--- src/rtl/rsq_pkg.sv ---
// Package: shared types for the engine reset sequencer.
// Assumes: nothing beyond IEEE 1800-2017.
package rsq_pkg;

    // Sequencer phases
    typedef enum logic [2:0] {
        RS_IDLE  = 3'd0,
        RS_REQ   = 3'd1,
        RS_WAIT  = 3'd2,
        RS_FIRE  = 3'd3,
        RS_DONE  = 3'd4,
        RS_ABORT = 3'd5
    } rsq_state_e;

endpackage

--- src/rtl/rsq_timeout.sv ---
// Module: rsq_timeout
// Counts wait cycles for the engine currently being asked to park.
// Assumes: clr_i and run_i are never high together; TIMEOUT_CYC >= 1.
// expire_o is high on the TIMEOUT_CYC-th running edge since the last clear.
module rsq_timeout #(
    parameter int TIMEOUT_CYC = 16
) (
    input  logic clk,
    input  logic rst_n,
    input  logic clr_i,
    input  logic run_i,
    output logic expire_o
);
    localparam int CW = $clog2(TIMEOUT_CYC + 1);
    localparam logic [CW-1:0] LAST = CW'(TIMEOUT_CYC - 1);

    logic [CW-1:0] cnt_q;

    // Advance the wait counter while running; restart it on clear
    always_ff @(posedge clk) begin
        if (!rst_n) begin
            cnt_q <= '0;
        end else if (clr_i) begin
            cnt_q <= '0;
        end else if (run_i && cnt_q != LAST) begin
            cnt_q <= cnt_q + 1'b1;
        end
    end

    // Flag the final permitted sample
    always_comb begin
        expire_o = run_i && (cnt_q == LAST);
    end

    AST_TMR_BOUND: assert property (@(posedge clk) disable iff (!rst_n)
        cnt_q <= LAST);

endmodule

--- src/rtl/rsq_req_bank.sv ---
// Module: rsq_req_bank
// Holds the per-engine reset request bits, changed only by masked update:
// a bit is rewritten from upd_val_i when its upd_mask_i bit is set and
// keeps its value otherwise.
// Assumes: the controller never sets a higher request before lower ones.
module rsq_req_bank #(
    parameter int N_ENG = 4
) (
    input  logic             clk,
    input  logic             rst_n,
    input  logic [N_ENG-1:0] upd_mask_i,
    input  logic [N_ENG-1:0] upd_val_i,
    output logic [N_ENG-1:0] req_o
);
    logic [N_ENG-1:0] req_q;

    for (genvar g = 0; g < N_ENG; g++) begin : g_bit
        // Masked update of one engine's request bit
        always_ff @(posedge clk) begin
            if (!rst_n) begin
                req_q[g] <= 1'b0;
            end else if (upd_mask_i[g]) begin
                req_q[g] <= upd_val_i[g];
            end
        end

        if (g > 0) begin : g_ord
            AST_REQ_ORDER: assert property (@(posedge clk) disable iff (!rst_n)
                $rose(req_q[g]) |-> (&req_q[g-1:0]));
        end
    end

    assign req_o = req_q;

endmodule

--- src/rtl/rsq_fsm.sv ---
// Module: rsq_fsm
// Control sequence: request each engine in index order, wait for its
// ready within the timer budget, then pulse the global reset and report
// done, or withdraw every request and report the failing engine.
// Assumes: ready_i is synchronous to clk.
module rsq_fsm
    import rsq_pkg::*;
#(
    parameter int N_ENG = 4,
    parameter int IDX_W = 2
) (
    input  logic             clk,
    input  logic             rst_n,
    input  logic             start_i,
    input  logic [N_ENG-1:0] ready_i,
    input  logic             expire_i,
    output logic             tmr_clr_o,
    output logic             tmr_run_o,
    output logic [N_ENG-1:0] upd_mask_o,
    output logic [N_ENG-1:0] upd_val_o,
    output logic             gbl_rst_o,
    output logic             done_o,
    output logic             err_o,
    output logic [IDX_W-1:0] err_eng_o
);
    localparam logic [IDX_W-1:0] LAST_ENG = IDX_W'(N_ENG - 1);

    rsq_state_e       st_q, st_d;
    logic [IDX_W-1:0] idx_q, idx_d;
    logic             cur_ready;

    // Ready status of the engine being waited on
    always_comb begin
        cur_ready = ready_i[idx_q];
    end

    // Next phase, engine index and request-bank updates
    always_comb begin
        st_d       = st_q;
        idx_d      = idx_q;
        upd_mask_o = '0;
        upd_val_o  = '0;
        tmr_clr_o  = 1'b0;
        tmr_run_o  = 1'b0;
        unique case (st_q)
            RS_IDLE: begin
                if (start_i) begin
                    st_d  = RS_REQ;
                    idx_d = '0;
                end
            end
            RS_REQ: begin
                upd_mask_o = N_ENG'(1) << idx_q;
                upd_val_o  = N_ENG'(1) << idx_q;
                tmr_clr_o  = 1'b1;
                st_d       = RS_WAIT;
            end
            RS_WAIT: begin
                tmr_run_o = 1'b1;
                if (cur_ready) begin
                    if (idx_q == LAST_ENG) begin
                        st_d = RS_FIRE;
                    end else begin
                        idx_d = idx_q + 1'b1;
                        st_d  = RS_REQ;
                    end
                end else if (expire_i) begin
                    upd_mask_o = '1;
                    st_d       = RS_ABORT;
                end
            end
            RS_FIRE: begin
                upd_mask_o = '1;
                st_d       = RS_DONE;
            end
            RS_DONE:  st_d = RS_IDLE;
            RS_ABORT: st_d = RS_IDLE;
            default:  st_d = RS_IDLE;
        endcase
    end

    // Phase and engine index registers
    always_ff @(posedge clk) begin
        if (!rst_n) begin
            st_q  <= RS_IDLE;
            idx_q <= '0;
        end else begin
            st_q  <= st_d;
            idx_q <= idx_d;
        end
    end

    // Status outputs decoded from the phase
    always_comb begin
        gbl_rst_o = (st_q == RS_FIRE);
        done_o    = (st_q == RS_DONE);
        err_o     = (st_q == RS_ABORT);
        err_eng_o = (st_q == RS_ABORT) ? idx_q : '0;
    end

    AST_RST_ONE_CYCLE: assert property (@(posedge clk) disable iff (!rst_n)
        gbl_rst_o |=> !gbl_rst_o);
    AST_DONE_AFTER_RST: assert property (@(posedge clk) disable iff (!rst_n)
        gbl_rst_o |=> done_o);
    AST_ERR_NOT_WITH_RST: assert property (@(posedge clk) disable iff (!rst_n)
        err_o |-> !(done_o || gbl_rst_o));
    AST_IDX_HELD: assert property (@(posedge clk) disable iff (!rst_n)
        (st_q == RS_WAIT && !cur_ready) |=> $stable(idx_q));

endmodule

--- src/rtl/engine_reset_sequencer.sv ---
// Module: engine_reset_sequencer (top)
// Sequences a device-wide reset behind a per-engine request/ready
// handshake with a bounded wait per engine; the global reset is pulsed
// only when all engines are ready, and skipped on any timeout.
// Assumes: eng_ready_i is synchronous to clk; TIMEOUT_CYC is the per-
// engine budget in clock cycles (default: 700 ms at 250 MHz).
module engine_reset_sequencer #(
    parameter int N_ENG       = 4,
    parameter int TIMEOUT_CYC = 175_000_000,
    parameter int IDX_W       = (N_ENG > 1) ? $clog2(N_ENG) : 1
) (
    input  logic             clk,
    input  logic             rst_n,
    input  logic             start_i,
    input  logic [N_ENG-1:0] eng_ready_i,
    output logic [N_ENG-1:0] eng_req_o,
    output logic             gbl_rst_o,
    output logic             done_o,
    output logic             err_o,
    output logic [IDX_W-1:0] err_eng_o
);
    logic             tmr_clr, tmr_run, tmr_expire;
    logic [N_ENG-1:0] upd_mask, upd_val;

    rsq_fsm #(.N_ENG(N_ENG), .IDX_W(IDX_W)) u_fsm (
        .clk        (clk),
        .rst_n      (rst_n),
        .start_i    (start_i),
        .ready_i    (eng_ready_i),
        .expire_i   (tmr_expire),
        .tmr_clr_o  (tmr_clr),
        .tmr_run_o  (tmr_run),
        .upd_mask_o (upd_mask),
        .upd_val_o  (upd_val),
        .gbl_rst_o  (gbl_rst_o),
        .done_o     (done_o),
        .err_o      (err_o),
        .err_eng_o  (err_eng_o)
    );

    rsq_timeout #(.TIMEOUT_CYC(TIMEOUT_CYC)) u_tmr (
        .clk      (clk),
        .rst_n    (rst_n),
        .clr_i    (tmr_clr),
        .run_i    (tmr_run),
        .expire_o (tmr_expire)
    );

    rsq_req_bank #(.N_ENG(N_ENG)) u_bank (
        .clk        (clk),
        .rst_n      (rst_n),
        .upd_mask_i (upd_mask),
        .upd_val_i  (upd_val),
        .req_o      (eng_req_o)
    );

    AST_RST_NEEDS_ALL: assert property (@(posedge clk) disable iff (!rst_n)
        gbl_rst_o |-> (&eng_req_o));
    AST_DONE_CLEARED: assert property (@(posedge clk) disable iff (!rst_n)
        done_o |-> (eng_req_o == '0));
    AST_ERR_CLEARED: assert property (@(posedge clk) disable iff (!rst_n)
        err_o |-> (eng_req_o == '0));
    AST_ERR_IDX_RANGE: assert property (@(posedge clk) disable iff (!rst_n)
        err_o |-> (int'(err_eng_o) < N_ENG));

endmodule

--- config.mk ---
export PLATFORM = sky130hd
export DESIGN_NAME = engine_reset_sequencer
export DESIGN_NICKNAME = d
export VERILOG_FILES = /design/src/rtl/rsq_pkg.sv /design/src/rtl/rsq_timeout.sv /design/src/rtl/rsq_req_bank.sv /design/src/rtl/rsq_fsm.sv /design/src/rtl/engine_reset_sequencer.sv
export SDC_FILE = /design/constraint.sdc
export NUM_CORES = 1
export LEC_CHECK = 0
export CORE_UTILIZATION = 62
export CTS_CLUSTER_SIZE = 28
export DETAILED_ROUTE_END_ITERATION = 8
export MAX_ROUTING_LAYER = met4
export PLACE_DENSITY_LB_ADDON = 0.2
export SYNTH_ARGS = -nofsm -noshare
export SYNTH_HDL_FRONTEND = slang
export SYNTH_HIERARCHICAL = 1
export SYNTH_SLANG_ARGS = --single-unit
--- constraint.sdc ---
create_clock -name clk -period 4.1 [get_ports clk]
set_clock_uncertainty 0.05 [all_clocks]
set_input_delay 0.82 -clock clk [delete_from_list [all_inputs] [get_ports clk]]
set_output_delay 0.82 -clock clk [all_outputs]
set_load 0.02 [all_outputs]
# Yosys cells after proc, flatten, opt, wreduce, memory -nomap -nowiden
# Cells that the tools add are included.
dict set report op_classes {
  addsub 2
  order_cmp 1
  n_eq_ne 12
  reduce_logical 7
  bitwise_logic 1
  mux 18
  shift 1
}
# op count
set ops {}
lappend ops {{adder 28 x 1 -> 28 bit (second input constant)} 1}
lappend ops {{== test 28 bit (second input constant)} 1}
lappend ops {{!= test 28 bit (second input constant)} 1}
lappend ops {{two-way mux 4 bit} 3}
lappend ops {{case mux 3 bit (4 select lines)} 1}
lappend ops {{case mux 4 bit (3 select lines)} 1}
lappend ops {{two-way mux 2 bit} 5}
lappend ops {{two-way mux 3 bit} 3}
lappend ops {{== test 3 x 2 -> 1 bit (second input constant)} 2}
lappend ops {{== test 3 bit (second input constant)} 2}
lappend ops {{!= test 2 bit (second input constant)} 2}
lappend ops {{case mux 2 bit (2 select lines)} 1}
lappend ops {{AND reduction 4 bit} 1}
lappend ops {{left shift 1 x 2 -> 4 bit (first input constant)} 1}
lappend ops {{== test 3 x 1 -> 1 bit (second input constant)} 1}
lappend ops {{zero test 3 bit} 1}
lappend ops {{less-than comparator 2 x 3 -> 1 bit (second input constant)} 1}
lappend ops {{two-way mux 1 bit} 3}
lappend ops {{!= test 3 x 2 -> 1 bit (second input constant)} 1}
lappend ops {{adder 2 x 1 -> 2 bit (second input constant)} 1}
lappend ops {{binary-select mux 1 bit (select 2 bit)} 1}
lappend ops {{== test 2 bit (second input constant)} 1}
lappend ops {{logical AND 1 bit} 2}
lappend ops {{!= test 2 x 1 -> 1 bit (second input constant)} 1}
lappend ops {{other kinds (4)} 4}
dict set report totals {
  inputBits 7
  reg_bits 37
  word_cells 49
}

# Depth between registers and ports, before layout
dict set report depth {
  depth_word 6
  mapped_depth 10
  mapped_depth_nobuf 9
}

# Cells and area by module
# The synthesis kept the hierarchy.
# mod area_each_um2 seq_area_each_um2 instances cells_each
set by_module_without_submodules {}
lappend by_module_without_submodules {rsq_timeout 1397.6 560.5 1 168}
lappend by_module_without_submodules {rsq_fsm 435.4 100.1 1 54}
lappend by_module_without_submodules {rsq_req_bank 145.1 80.1 1 12}

# Least setup slack after synthesis
# No wires, ideal clock.
dict set report synth_timing {
  kind {register -> register}
  start {reg u_tmr.cnt_q[16]}
  end {reg u_bank.req_q[0], in the netlist u_bank/req_o[0]}
  required_time_ns 3.934
  setup_time_ns 0.116
  setup_slack_ns 1.633
  t_arrival_ns 2.301
  path_stages_with_launch 10
  cell_sequence {dfxtp_1 or4b_1 or3_4 nor4_1 and2_1 nor2b_2 nand2_1 a21oi_1 mux2i_1 nor2b_1}
}
dict set report synth_between {
  elab_chain_cells 5
}
# element line_no
set synth_rtl {}
lappend synth_rtl {{start: declaration} rsq_timeout.sv:17} ;# logic [CW-1:0] cnt_q;
lappend synth_rtl {{start signal: assignment} rsq_timeout.sv:26} ;# cnt_q <= cnt_q + 1'b1;
lappend synth_rtl {{== test 28 bit} rsq_timeout.sv:32} ;# expire_o = run_i && (cnt_q == LAST);
lappend synth_rtl {{logical AND 1 bit} rsq_timeout.sv:32}
lappend synth_rtl {{named net tmr_expire} engine_reset_sequencer.sv:22} ;# logic tmr_clr, tmr_run, tmr_expire;
lappend synth_rtl {{two-way mux 4 bit} rsq_fsm.sv:67} ;# end else if (expire_i) begin
lappend synth_rtl {{two-way mux 4 bit} rsq_fsm.sv:60} ;# if (cur_ready) begin
lappend synth_rtl {{case mux 4 bit (3 select lines)} rsq_fsm.sv:45} ;# unique case (st_q)
lappend synth_rtl {{named net upd_mask[0]} engine_reset_sequencer.sv:23} ;# logic [N_ENG-1:0] upd_mask, upd_val;
lappend synth_rtl {{end signal: indexed assignment} rsq_req_bank.sv:23} ;# req_q[g] <= upd_val_i[g];
lappend synth_rtl {{end: declaration} rsq_req_bank.sv:15} ;# logic [N_ENG-1:0] req_q;
# The timed path passes the listed nets, and every way through them passes these cells.
# A chain may end at the register's enable or synchronous reset.

# Final worst setup path
dict set report layout_timing {
  start {reg u_tmr.cnt_q[16]}
  end {reg u_bank.req_q[3], in the netlist u_bank/req_o[3]}
}
# Same word-level chain as after synthesis.

==> Flow_metrics.wiki <==
{| class="wikitable"
! Metric !! Value
|-
| Run status || complete, no violations
|-
| Global-route wire length before repair || 6.410 mm
|-
| Final Max Tran Viols || 0
|-
| Startpoint types || flip-flop
|-
| Maximum number of pins on one net before global-route repair || 27
|-
| Area after DPL || ~2200 µm²
|-
| Vias in the first global route || around 1,400
|-
| Finish-stage setup viols || 0
|-
| Die outline height || about 60 µm
|-
| Hold Slack || around 430 ps
|-
| Fmax || ~0.36 GHz
|-
| Switching pwr || between 0.15 and 0.2 mW
|-
| Number of endpoints with negative hold slack in the final report || 0
|-
| Final clock period utilization by the worst path || 0.6740
|-
| 1st-iter DRT viols || between 100 and 150
|-
| Clock-pin slew of the registers on the worst-case setup and hold paths || between 100 and 150 ps
|-
| Number of detailed-route iterations in the first pass || 4
|-
| Number of CTS-inserted buffers || 5
|-
| Primary flip-flop cell chosen by synthesis mapping || dfxtp_1
|-
| Clock tree from TritonCTS || built
|-
| Layout Nets || 260
|-
| Maximum Capacitance Violations || 0
|-
| GRT Util Overall || 0.2578
|-
| Sequential share of power || 0.606
|-
| ANT cells || 0
|-
| Proportion of power drawn by the clock network || 0.327
|-
| Layout cells sized above 1 || 0.06827
|-
| Synthesized instance count || 234
|-
| Arrival time of the worst setup path || slightly below 3000 ps
|-
| Lkg Pwr || between 0.7 and 0.8 nW
|-
| Internal power of the cells || 0.4491 mW
|-
| Initial antenna violation count || 0
|-
| Cell area after technology mapping || 1978 µm²
|-
| Level count of the clock H-tree || 2
|-
| Post-CTS resize count || 0
|-
| Final estimated routing congestion in global placement || just over 0.9
|-
| Final worst setup slack || approximately 1300 ps
|-
| Worst hold path type || reg -> reg
|-
| Largest fanout on the critical path || 5
|-
| Max-slew headroom || 0.3542
|-
| Sort of element at the end of the critical path || flip-flop
|-
| Root buffer cell || clkbuf_4
|-
| Hold bufs inserted after CTS || 0
|-
| Number of buffer cells added on primary ports || 15
|-
| Clock latency on the worst-skew pair || 350 ps
|-
| Finished layout cell area || 2211 µm²
|-
| Worst setup slack after placement || between 1000 and 1500 ps
|-
| WL/cell || between 10 and 15 µm
|-
| Register area share after synthesis || 0.3744
|-
| Via count of the routed design || between 1,500 and 2,000
|-
| CP required || 4300 ps
|-
| Worst vdd rail ir drop || 0.2204 mV
|-
| Number of non-filler instances in the completed layout || between 200 and 300
|-
| Post-route DRC || 0
|-
| Post-synthesis sequential element count || 37
|-
| Placeable core area || just over 3000 µm²
|-
| Final period demand of the worst path || approximately 2800 ps
|-
| Sum Neg Setup Slack || 0 ps
|-
| Routed Wire Length || between 3 and 4 mm
|-
| Share of async-settable or async-resettable flops after synthesis || 0
|-
| Fraction of power spent switching nets || 0.2622
|-
| I/O pin cnt || 16
|-
| Placed wire-length estimate after detailed placement || 2.671 mm
|-
| Rows || 20
|-
| Placed Cells || around 290
|-
| Synth Net Count || ~250
|-
| Unrepaired setup endpoints after global routing || false
|-
| Slew at the pin closest to its max-slew limit || between 900 and 1000 ps
|-
| Global route total overflow || 0
|-
| Mapped Avg Cell Area || between 8 and 9 µm²
|-
| Count of different cell masters after synthesis || 46
|-
| Number of buffers on the longest clock path || 2
|-
| Pwr per Cell Area || roughly 280 nW/µm²
|-
| Initial Util || 0.6533
|-
| Yosys synthesis warning count || 6
|-
| Post-CTS Repair Setup Buffers || 0
|-
| Area Growth Syn to Fin || 11.76%
|-
| Combinational cell fraction of total power || 0.067
|-
| Antenna Nets Post-Route || 0
|-
| Clk sink count || 37
|-
| Critical Setup Path Class || reg -> reg
|-
| Avg Vias per Cell || around 5.5
|-
| Post-synth EDFFs || 0
|-
| Width of the die || 58.49 µm
|-
| Die area || ~3400 µm²
|}
## Yosys cell counts, types with 2 or more instances
master	number	area (µm²)
o21ai_1	2	10.01
or3_1	7	43.79
clkbuf_1	7	26.28
o21ai_0	13	65.06
nor2_1	22	82.58
nand2_1	20	75.07
xnor2_1	8	70.07
dfxtp_1	37	740.7
and3_1	2	12.51
nor4b_1	3	26.28
nor3b_1	4	30.03
mux2i_1	5	50.05
xor2_1	9	78.83
nor3_1	3	15.01
inv_1	7	26.28
nor4_1	4	25.02
nand2b_1	2	12.51
and2_1	9	56.30
a21oi_1	12	60.06
nor2b_1	8	50.05
nand4_1	7	43.79
nand3_1	10	50.05
and3b_1	2	17.52
and4_1	5	43.79
ha_1	5	62.56
## critical path, cell delays in order, from the launching register on
cell and delay (ps):
dfxtp_1 370, or4b_1 520, or3_4 370, nor4_1 370, and2_1 200, nor2b_2 180
nand2_1 140, a21oi_1 190, mux2i_1 200, nor2b_1 60
## power by group through the flow
| stage | registers, mW | logic, mW | clock network, mW |
|---|---|---|---|
| after floorplan | 0.373 | 0.0313 | 0 |
| after global placement | 0.377 | 0.0411 | 0 |
| after detailed placement | 0.377 | 0.0411 | 0 |
| after CTS | 0.369 | 0.0413 | 0.207 |
| after global routing | 0.370 | 0.0460 | 0.224 |
| final | 0.369 | 0.0411 | 0.199 |
## metrics by stage
stage	total power, mW	util
finish	0.6087	0.7302
global route	0.6399	0.7302
CTS	0.6174	0.7302
detailed placement	0.4179	0.7107
global placement	0.4179	0.7107
floorplan	0.4046	-
## per-layer routing
layer,global-route usage,wire (µm),up-vias
met5,-,0,-
met4,0.1088,36,0
met3,0.06374,218,5
met2,0.3629,1586,40
met1,0.3517,1884,725
li1,-,-,855
## cell families after synthesis
logic type      after synthesis  share of synthesized area
mux                           6                    0.03669
compound gates               36                     0.1139
fa+ha+maj                     5                    0.03163
simple gates                117                     0.3352
buf+inv                      16                    0.03289
xor+xnor                     17                    0.07527
flops                        37                     0.3744
## placed cells by master, fill, tap and decap left out, types with 2 or more instances in the layout
cell type / instances
and2_1: 9
ha_1: 5
and4_1: 5
xor2_1: 9
nand3_1: 10
nand2b_1: 2
o21ai_0: 13
nor4b_1: 3
nor3_1: 3
or3_1: 7
dfxtp_1: 37
nor4_1: 4
and3b_1: 2
inv_1: 7
xnor2_1: 8
nor3b_1: 4
nor2b_1: 8
nand2_1: 20
o21ai_1: 2
nor2_1: 22
and3_1: 2
a21oi_1: 12
clkbuf_4: 5
mux2i_1: 5
clkdlybuf4s50_1: 15
nand4_1: 7
## worst paths after layout
path | start | endpoint | slack (ps) | cells after the start
setup reg to reg | u_tmr/cnt_q[16] | u_bank/req_o[3] | 1340 | 9
setup / recovery | u_tmr/cnt_q[16] | u_bank/req_o[3] | 1340 | 9
hold reg to reg | u_tmr/cnt_q[22] | u_tmr/cnt_q[22] | 430 | 2
hold / removal | u_tmr/cnt_q[22] | u_tmr/cnt_q[22] | 430 | 2
## registers in the layout (all words and copies together), names as in the netlist
name          count
u_bank/req_o      4
u_tmr/cnt_q      28
u_fsm/idx_q       2
u_fsm/st_q        3
## final cells by class
type / count / area, µm²
Multi-Input combinational cell: 181 / 1172
Fill cell: 238 / 817.0
Sequential cell: 37 / 740.7
Timing Repair Buffer: 16 / 157.7
Tap cell: 44 / 55.05
Clock buffer: 5 / 37.54
Inverter: 7 / 26.28
Clock inverter: 3 / 21.27
Power figures use the tool's default switching activity.
